## config.mk

```make
export PLATFORM = sky130hd
export DESIGN_NAME = svc_call_seq
export DESIGN_NICKNAME = d
export VERILOG_FILES = /design/src/rtl/svc_call_pkg.sv /design/src/rtl/svc_call_ctrl.sv /design/src/rtl/svc_call_dp.sv /design/src/rtl/svc_call_seq.sv
export SDC_FILE = /design/constraint.sdc
export NUM_CORES = 1
export LEC_CHECK = 0
export BUFFER_PORTS_ARGS = -buffer_cell sky130_fd_sc_hd__buf_4
export CAP_MARGIN = 20
export CORE_MARGIN = 10
export CORE_UTILIZATION = 35
export CTS_BUF_LIST = sky130_fd_sc_hd__clkbuf_2
export CTS_CLUSTER_SIZE = 10
export DETAILED_ROUTE_END_ITERATION = 8
export MAX_ROUTING_LAYER = met4
export PLACE_DENSITY = 0.67
export RECOVER_POWER = 25
export SLEW_MARGIN = 20
export SYNTH_ARGS = -nofsm -noshare
export SYNTH_HDL_FRONTEND = slang
export SYNTH_SLANG_ARGS = --single-unit
```

## constraint.sdc

```tcl
create_clock -name clk -period 2.9 [get_ports clk]
set_input_delay 0.29 -clock clk [delete_from_list [all_inputs] [get_ports clk]]
set_output_delay 0.29 -clock clk [all_outputs]
set_load 0.03 [all_outputs]
```

## src/rtl/svc_call_pkg.sv

```systemverilog
package svc_call_pkg;

  typedef enum logic [2:0] {
    ST_IDLE  = 3'd0,
    ST_SAVE  = 3'd1,
    ST_FETCH = 3'd2,
    ST_LOAD  = 3'd3,
    ST_RET   = 3'd4,
    ST_FIN   = 3'd5
  } seqState_t;

  // Strobes from control to datapath
  typedef struct packed {
    logic capture;     // latch vector and return address
    logic linkWr;      // write R7
    logic memReq;      // table read in flight
    logic takeData;    // latch table word
    logic pcLoad;      // drive program counter load
    logic pcFromLink;  // load value comes from R7
    logic done;
    logic busy;
  } seqStrobes_t;

endpackage

```

## src/rtl/svc_call_ctrl.sv

```systemverilog
module svc_call_ctrl
  import svc_call_pkg::*;
(
  input  logic        clk,
  input  logic        rstN,
  input  logic        cmdTrap,
  input  logic        cmdRet,
  input  logic        memValid,
  output seqStrobes_t strobes
);

  seqState_t state, stateNext;

  always_ff @(posedge clk or negedge rstN) begin
    if (!rstN) state <= ST_IDLE;
    else       state <= stateNext;
  end

  always_comb begin
    stateNext = state;
    strobes   = '0;
    unique case (state)
      ST_IDLE: begin
        if (cmdTrap) begin
          strobes.capture = 1'b1;
          stateNext       = ST_SAVE;
        end else if (cmdRet) begin
          stateNext = ST_RET;
        end
      end
      ST_SAVE: begin
        strobes.busy   = 1'b1;
        strobes.linkWr = 1'b1;
        stateNext      = ST_FETCH;
      end
      ST_FETCH: begin
        strobes.busy   = 1'b1;
        strobes.memReq = 1'b1;
        if (memValid) begin
          strobes.takeData = 1'b1;
          stateNext        = ST_LOAD;
        end
      end
      ST_LOAD: begin
        strobes.busy   = 1'b1;
        strobes.pcLoad = 1'b1;
        stateNext      = ST_FIN;
      end
      ST_RET: begin
        strobes.busy       = 1'b1;
        strobes.pcLoad     = 1'b1;
        strobes.pcFromLink = 1'b1;
        stateNext          = ST_FIN;
      end
      ST_FIN: begin
        strobes.busy = 1'b1;
        strobes.done = 1'b1;
        stateNext    = ST_IDLE;
      end
      default: stateNext = ST_IDLE;
    endcase
  end

endmodule

```

## src/rtl/svc_call_dp.sv

```systemverilog
module svc_call_dp
  import svc_call_pkg::*;
#(
  parameter int ADDR_W     = 16,
  parameter int VEC_W      = 8,
  parameter int TABLE_BASE = 0
) (
  input  logic              clk,
  input  logic              rstN,
  input  seqStrobes_t       strobes,
  input  logic [VEC_W-1:0]  vecIn,
  input  logic [ADDR_W-1:0] pcIn,
  input  logic [ADDR_W-1:0] memData,
  input  logic [ADDR_W-1:0] linkRdData,
  output logic [ADDR_W-1:0] memAddr,
  output logic [ADDR_W-1:0] linkWrData,
  output logic [ADDR_W-1:0] pcNext
);

  localparam logic [ADDR_W-1:0] BASE_ADDR = ADDR_W'(TABLE_BASE);
  localparam int                PAD_W     = ADDR_W - VEC_W;

  logic [VEC_W-1:0]  vecReg;
  logic [ADDR_W-1:0] savedPc;
  logic [ADDR_W-1:0] targetReg;

  always_ff @(posedge clk or negedge rstN) begin
    if (!rstN) begin
      vecReg    <= '0;
      savedPc   <= '0;
      targetReg <= '0;
    end else begin
      if (strobes.capture) begin
        vecReg  <= vecIn;
        savedPc <= pcIn;
      end
      if (strobes.takeData) targetReg <= memData;
    end
  end

  assign memAddr    = BASE_ADDR + {{PAD_W{1'b0}}, vecReg};
  assign linkWrData = savedPc;
  assign pcNext     = strobes.pcFromLink ? linkRdData : targetReg;

endmodule

```

## src/rtl/svc_call_seq.sv

```systemverilog
module svc_call_seq
  import svc_call_pkg::*;
#(
  parameter int ADDR_W     = 16,
  parameter int VEC_W      = 8,
  parameter int TABLE_BASE = 0
) (
  input  logic              clk,
  input  logic              rstN,
  input  logic              cmdTrap,
  input  logic              cmdRet,
  input  logic [VEC_W-1:0]  vecIn,
  input  logic [ADDR_W-1:0] pcIn,
  output logic [ADDR_W-1:0] memAddr,
  output logic              memReq,
  input  logic [ADDR_W-1:0] memData,
  input  logic              memValid,
  output logic              linkWrEn,
  output logic [ADDR_W-1:0] linkWrData,
  input  logic [ADDR_W-1:0] linkRdData,
  output logic              pcLoad,
  output logic [ADDR_W-1:0] pcNext,
  output logic              busy,
  output logic              done
);

  seqStrobes_t strobes;

  svc_call_ctrl ctrl_i (
    .clk      (clk),
    .rstN     (rstN),
    .cmdTrap  (cmdTrap),
    .cmdRet   (cmdRet),
    .memValid (memValid),
    .strobes  (strobes)
  );

  svc_call_dp #(
    .ADDR_W     (ADDR_W),
    .VEC_W      (VEC_W),
    .TABLE_BASE (TABLE_BASE)
  ) dp_i (
    .clk        (clk),
    .rstN       (rstN),
    .strobes    (strobes),
    .vecIn      (vecIn),
    .pcIn       (pcIn),
    .memData    (memData),
    .linkRdData (linkRdData),
    .memAddr    (memAddr),
    .linkWrData (linkWrData),
    .pcNext     (pcNext)
  );

  assign memReq   = strobes.memReq;
  assign linkWrEn = strobes.linkWr;
  assign pcLoad   = strobes.pcLoad;
  assign busy     = strobes.busy;
  assign done     = strobes.done;

endmodule

```

# After elaboration in Yosys (flattened, before gate mapping)
# Cells that the tools add are included.
# Widths: inputs -> output; s select.
# op_classes
eq_ne	7
muxes	14
reduce_logical	4
# op_table
operator	n
$mux 16	1
$pmux 3 s4	1
$mux 3	3
$mux 1	8
$eq 3x2->1 const B	2
$eq 3x3->1 const B	2
$reduce_or 5->1	1
$eq 3x1->1 const B	1
$logic_not 3->1	1
$ne 3x3->1 const B	1
$mux 2	1
$ne 2x2->1 const B	1
$reduce_and 2->1	1
$reduce_or 2->1	1
# word_totals
reg_bits	43
inputBits	61
out_inout_bits	53
elab_cells	29

# Longest topological paths before layout
# Gate-level depths: netlist of run 1.
# depth
ltp_word	3
ltp_mapped	6
ltp_nobuf	3

# Hierarchy
# Synthesis of run 1 repeated with hierarchy kept, for this count alone.
# unflattened
hier_cells	139
area_unflattened_um2	2190.9
# modules_own_cells
mod	instances	cells_per_inst	area_per_inst_um2	seq_area_each_um2
svc_call_dp	1	112	1959.4	1001.0
svc_call_ctrl	1	27	231.5	75.1

# Worst setup path after synthesis of run 1
# Ideal clock, no wire load.
# synth_path
kind	flip-flop to flip-flop
from	reg ctrl_i.state[2]
to	reg dp_i.targetReg[10]
setup_time_ns	0.125
arrival_ns	1.778
t_required_ns	2.775
slack_ns	0.998
stages_incl_launch_ff	7
n_path_buf	3
period_less_slack_ns	1.902
cell_sequence	dfrtp_1 -> buf_4 -> nor3b_2 -> and2_1 -> buf_4 -> buf_6 -> mux2_2
# synth_via
elab_chain_len	2
# synth_rtl
element	line_no	text
from (decl)	svc_call_ctrl.sv:12	seqState_t state, stateNext;
from (signal assigned)	svc_call_ctrl.sv:16	else state <= stateNext;
$eq 3x2->1	svc_call_ctrl.sv:22	unique case (state)
$mux 2	svc_call_ctrl.sv:22	
to (signal assigned)	svc_call_dp.sv:37	if (strobes.takeData) targetReg <= memData;
to (decl)	svc_call_dp.sv:25	logic [ADDR_W-1:0] targetReg;
# No other way between the ends.
# A chain may end at the register's enable or synchronous reset.

# Worst setup path after layout of run 1
# layout_path
from	reg ctrl_i.state[2]
to	out pcNext[5]
# layout_via
elab_chain_len	3
# layout_rtl
element	line_no	text
$eq 3x3->1	svc_call_ctrl.sv:22	
$mux 1	svc_call_ctrl.sv:22	
$mux 16	svc_call_dp.sv:43	assign pcNext = strobes.pcFromLink ? linkRdData : targetReg;
to (decl)	svc_call_seq.sv:22	output logic [ADDR_W-1:0] pcNext,
# No other way between the ends.

==> results.yml, run 1 <==
cts:
  clk-insertion-delay-late_ps: 410
  path_clk_slew_ps: 230
  cts_buffers: 5
  cts_tree: "yes"
  root_buffer: "clkbuf_2"
  ctsHtreeMaxLevel: 2
  hold_buffers: 1
  cts_sinks: 43
  postCtsSetupBuffers: 0
  cts_repair_resize_count: 0
  cts_buffer_depth: 2
sta:
  hold_viol: 0
  post-route-min-period_ps: 2460
  rsz0062_at_grt: "no"
  tightest_slew_ps: 1070
  period_share_pct: 84.9
  finalSetupTns_ps: 0
  slew_viol_final: 0
  setup-violations-final: 0
  fin_skew_ps: 21.8
  maxSlewHeadroom_pct: 29.0
  fmax_ghz: 0.406
drt:
  drt-total-wl_um: 5200
  met1_length_um: 2480
  dr.first_iter.drc_count: 39
  wl_per_cell_um: 16.6
  via_count: 1436
  ant_nets: 0
  met2_length_um: 1980
  wl_met3_um: 658
  routed.top_layer: "met4"
  first_pass_iters: 2
  drc_errors: 0
  avgViaCountPerCell: 4.57
setup_path:
  reg2reg_slack_ps: 870
  worstPathArrival_ps: 2170
  reg2reg_depth: 3
  startpoint_type: "flop"
  end_kind: "primary output"
  path_max_fanout: 17
  required_ps: 2610
  crit_type: "flop to primary output"
  r2r_end: "dp_i.targetReg[2]"
  regToRegStartpoint: "ctrl_i.state[1]"
synth:
  synth-seq-cells: 43
  synth-edff-count: 0
  synth.most_common_cell: "mux2_2"
  synth.top_cell.area_share_pct: 54.1
  synth_mux_area_share_pct: 31.7
  synthCells: 135
  yosys.area_share.simple_pct: 4.78
  synth_area_leaders: "dfrtp_1, mux2_2, buf_4"
  yosys.area_share.adder_pct: 0
  yosys-top-cells-count: "mux2_2, dfrtp_1, buf_4"
  synth.distinct_cells: 21
  netlist_area_sq_um: 1990
  postSynth.asyncResetShare_pct: 100
  ys_warn_count: 0
  yosysTopAreaCell: "dfrtp_1"
  synth_seq_area_share_pct: 54.1
  synth_top_family_by_area: "multiplexers"
  synth_xor_area_share_pct: 0.440
  avgSynthCellArea_sq_um: 14.7
  synth_compound_area_share_pct: 1.63
  ys.flop_type: "dfrtp_1"
final_layout:
  final_util_pct: 51.2
  nNetsFinal: 302
  final_cells: 314
  area_delta_synth_final_pct: 41.7
  drive_above_1_share_pct: 70.2
  diodes: 0
global_routing:
  grt_pass1_wl_um: 8010
  overflow: 0
  antenna_found_initial: 0
  grt_pass1_vias: 1581
  grt_use_total_pct: 11.6
  grt_max_degree: 44
worst_hold_path:
  holdPathStages: 2
  min_to: "dp_i.vecReg[7]"
  hp-class: "input port to flop"
  hold_start: "vecIn[7]"
die:
  pin_count: 114
  core_area_sq_um: 5510
  die-width_um: 95.4
  die_area_sq_um: 9100
  rows: 27
  initial_utilization_pct: 36.2
  die_h_um: 95.4
placement:
  numPortBuffers: 105
  dp_hpwl_um: 4060
  place.gp.congestion: 0.767
  dp_cells: 305
power_and_ir_drop:
  peakVddDrop_mv: 0.594
  p_leak_nw: 1.34
  pwr_density_cell_nw_per_um2: 1220
outcome:
  outcome: "finished clean"
run:
  cap_violations: 0
## per-layer routing
layer  GRT usage [%]  vias to the layer above
met5               -                        -
met4            4.79                        0
met3            5.50                        8
met2            14.1                       94
met1            15.8                      664
li1                -                      670
## flip-flops by register name, summed over array words and instances (netlist names)
| register | cells |
|---|---|
| ctrl_i.state | 3 |
| dp_i.linkWrData | 16 |
| dp_i.targetReg | 16 |
| dp_i.vecReg | 8 |
## cell usage in the layout (no fill, tap or decap), types with 2 or more instances in the layout
cell / n
nor2_1: 2
conb_1: 8
inv_1: 2
nor3b_1: 2
clkinv_1: 2
mux2_1: 2
a21oi_1: 2
buf_4: 106
clkbuf_2: 6
mux2_2: 54
dfrtp_1: 43
o31ai_1: 2
## power breakdown
group	internal (W)	switching, W	total, W	leakage, nW
Combinational	0.000935	0.00114	0.00207	0.806
Sequential	0.000901	0.000213	0.00111	0.512
Clock	0.0000537	0.000196	0.000250	0.0241
Total	0.00189	0.00155	0.00344	1.34
## worst max path at each step
stage	from	endpoint	slack, ps	depth (start not counted)
after floorplan	ctrl_i.state[2]	dp_i.targetReg[10]	1000	6
after global placement	ctrl_i.state[1]	dp_i.targetReg[10]	890	3
after detailed placement	ctrl_i.state[1]	dp_i.targetReg[14]	870	3
after CTS	ctrl_i.state[2]	pcNext[5]	390	5
after global routing	ctrl_i.state[2]	pcNext[5]	250	5
final	ctrl_i.state[2]	pcNext[5]	440	5
## through the flow
| stage | setup slack, ps | area, sq um | hold slack (ps) | total power [W] |
|---|---|---|---|---|
| floorplan | 998 | 2020 | -5.59 | 0.00252 |
| global placement | 893 | 2770 | 324 | 0.00321 |
| detailed placement | 871 | 2770 | 321 | 0.00323 |
| CTS | 386 | 2820 | 52.9 | 0.00350 |
| global route | 246 | 2820 | 50.3 | 0.00366 |
| finish | 437 | 2820 | 82.0 | 0.00344 |
## final cells by class
cell class              count  area, sq um
clock buffers               5         25.0
clock inverters             3         15.0
fillers                   516         2690
inverters                   2         7.51
multi-input cells          81          797
flip-flops and latches     43         1080
well taps                  72         90.1
repair buffers            108          811
## critical path, stage by stage (launching register included)
cell     delay [ps]
dfrtp_1         590
inv_1           170
nor3_4          190
buf_4           260
mux2_2          370
buf_4           170
## logic make-up after synthesis
family	Yosys count
other	1
XOR/XNOR	1
multiplexers	56
AO/OA/AOI/OAI	5
AND/OR/NAND/NOR	11
buffers and inverters	18
flip-flops	43
Power figures use the tool's default switching activity.
==> run 2, diff against run 1 <==
Settings changed: PLACE_DENSITY 0.67 to 0.7.
Clock period 2.9 ns to 1.95 ns, I/O delays scaled along.
==> results.yml, run 2 (synthesis gave the netlist of run 1 again) <==
global_routing:
  antenna_found_initial: 0
  grt_pass1_wl_um: 8920
  grt_max_degree: 44
  overflow: 0
  grt_use_total_pct: 12.9
  grt_pass1_vias: 1757
final_layout:
  area_delta_synth_final_pct: 68.4
  drive_above_1_share_pct: 62.6
  layout_common_cells: "buf_4, mux2_2, dfrtp_1, dlygate4sd3_1, buf_6"
  diodes: 0
  layout_commonest_cell: "buf_4"
  nNetsFinal: 346
  finalInstanceArea_sq_um: 3350
cts:
  path_clk_slew_ps: 210
  cts_buffer_depth: 2
  ctsHtreeMaxLevel: 2
  root_buffer: "clkbuf_2"
  cts_buffers: 5
  cts_tree: "yes"
  cts_sinks: 43
  clk-insertion-delay-late_ps: 380
die:
  initial_utilization_pct: 36.2
  core_area_sq_um: 5510
  die-width_um: 95.4
  rows: 27
  pin_count: 114
  die_h_um: 95.4
  die_area_sq_um: 9100
drt:
  dr.first_iter.drc_count: 22
  wl_per_cell_um: 16.4
  met1_length_um: 2290
  via_count: 1575
  wl_met3_um: 592
  met2_length_um: 2960
  ant_nets: 0
  drt-total-wl_um: 5880
  routed.top_layer: "met4"
  avgViaCountPerCell: 4.40
  first_pass_iters: 2
  drc_errors: 0
power_and_ir_drop:
  pwr_density_cell_nw_per_um2: 1640
  peakVddDrop_mv: 0.766
  p_leak_nw: 1.57
  p_total_w: 0.00550
placement:
  placed_area_sq_um: 2820
  dp_hpwl_um: 4000
  numPortBuffers: 105
  place.gp.congestion: 0.765
sta:
  fin_skew_ps: 3.15
  maxSlewHeadroom_pct: 30.9
  slew_viol_final: 0
  tightest_slew_ps: 1040
  period_share_pct: 100
  hold_viol: 0
  setup-violations-final: 2
  fmax_ghz: 0.511
  setup_ws_ps: -5.41
  rsz0062_at_grt: "yes"
  post-route-min-period_ps: 1960
setup_path:
  critPathMaxStageDelay_ps: 410
  required_ps: 1750
  path_max_fanout: 17
  crit_type: "flop to primary output"
  worstPathArrival_ps: 1760
  crit_buf_inv: 3
  end_kind: "primary output"
  cpLargestDelayFamily: "flip-flops"
  worstPathCellList: "inv_2 > nor3_4 > buf_12 > mux2_2 > buf_6"
  cp_slowest_cell: "dfrtp_1"
  startpoint_type: "flop"
outcome:
  outcome: "finished with violations"
  violations: "setup timing"
run:
  cap_violations: 0
worst_hold_path:
  hp-class: "input port to flop"
==> run 2: cell types whose count changed in the layout (fill, tap and decap cells not counted), sizes merged <==
cell | before | now
buf | 106 | 110
clkbuf | 6 | 7
clkinv | 2 | 1
dlygate4sd3 | 1 | 41
==> run 2: layout make-up <==
cell class,count,area (sq um)
clock buffers,6,30.0
clock inverters,2,12.5
fillers,433,2150
inverters,2,7.51
multi-input cells,81,808
flip-flops and latches,43,1080
well taps,72,90.1
repair buffers,152,1330
==> run 2: repair_timing <==
action / CTS / global route
resized for setup: 19 / 3
endpoints found under the setup margin: 16 / 16
hold buffers: 41 / 0
buffers inserted: 1 / 0
endpoints found under the hold margin: 83 / 0
==> run 2: worst min-delay path, stage by stage <==
cell and delay [ps]:
buf_4 80, o211ai_1 70, o31ai_1 70
==> run 2: layer usage <==
metal	GRT usage, %	up-vias
li1	-	754
met2	21.4	75
met5	-	-
met1	14.0	740
met3	5.66	6
met4	2.58	0
==> run 2: power by group <==
part | internal (W) | leakage, nW | total [W] | switching, W
Combinational | 0.00167 | 1.03 | 0.00352 | 0.00185
Sequential | 0.00135 | 0.510 | 0.00160 | 0.000256
Clock | 0.0000916 | 0.0290 | 0.000379 | 0.000288
==> run 2: path summary, 6_finish.rpt <==
check                      cells past startpoint  slack (ps)                  to               start
hold reg to reg                                1         530  dp_i.linkWrData[9]  dp_i.linkWrData[9]
min in group asynchronous                      2         500   dp_i.targetReg[3]                rstN
setup / recovery                               5          -5           pcNext[5]     ctrl_i.state[2]
hold / removal                                 3          50     ctrl_i.state[0]            memValid
setup reg to reg                               5         260  dp_i.targetReg[13]     ctrl_i.state[0]
max in group asynchronous                      2         760     ctrl_i.state[1]                rstN
==> run 2: stage by stage <==
stage / TNS (ps) / hold slack [ps] / cells / setup WS [ps] / util, %
global route: -2180 / 33.5 / 358 / -148 / 60.9
floorplan: 0 / -101 / 142 / 47.6 / -
finish: -5.61 / 51.3 / 358 / -5.41 / 60.9
detailed placement: 0 / 217 / 308 / 280 / 51.2
CTS: -481 / 31.1 / 358 / -35.4 / 60.7
global placement: 0 / 224 / 308 / 313 / 51.2
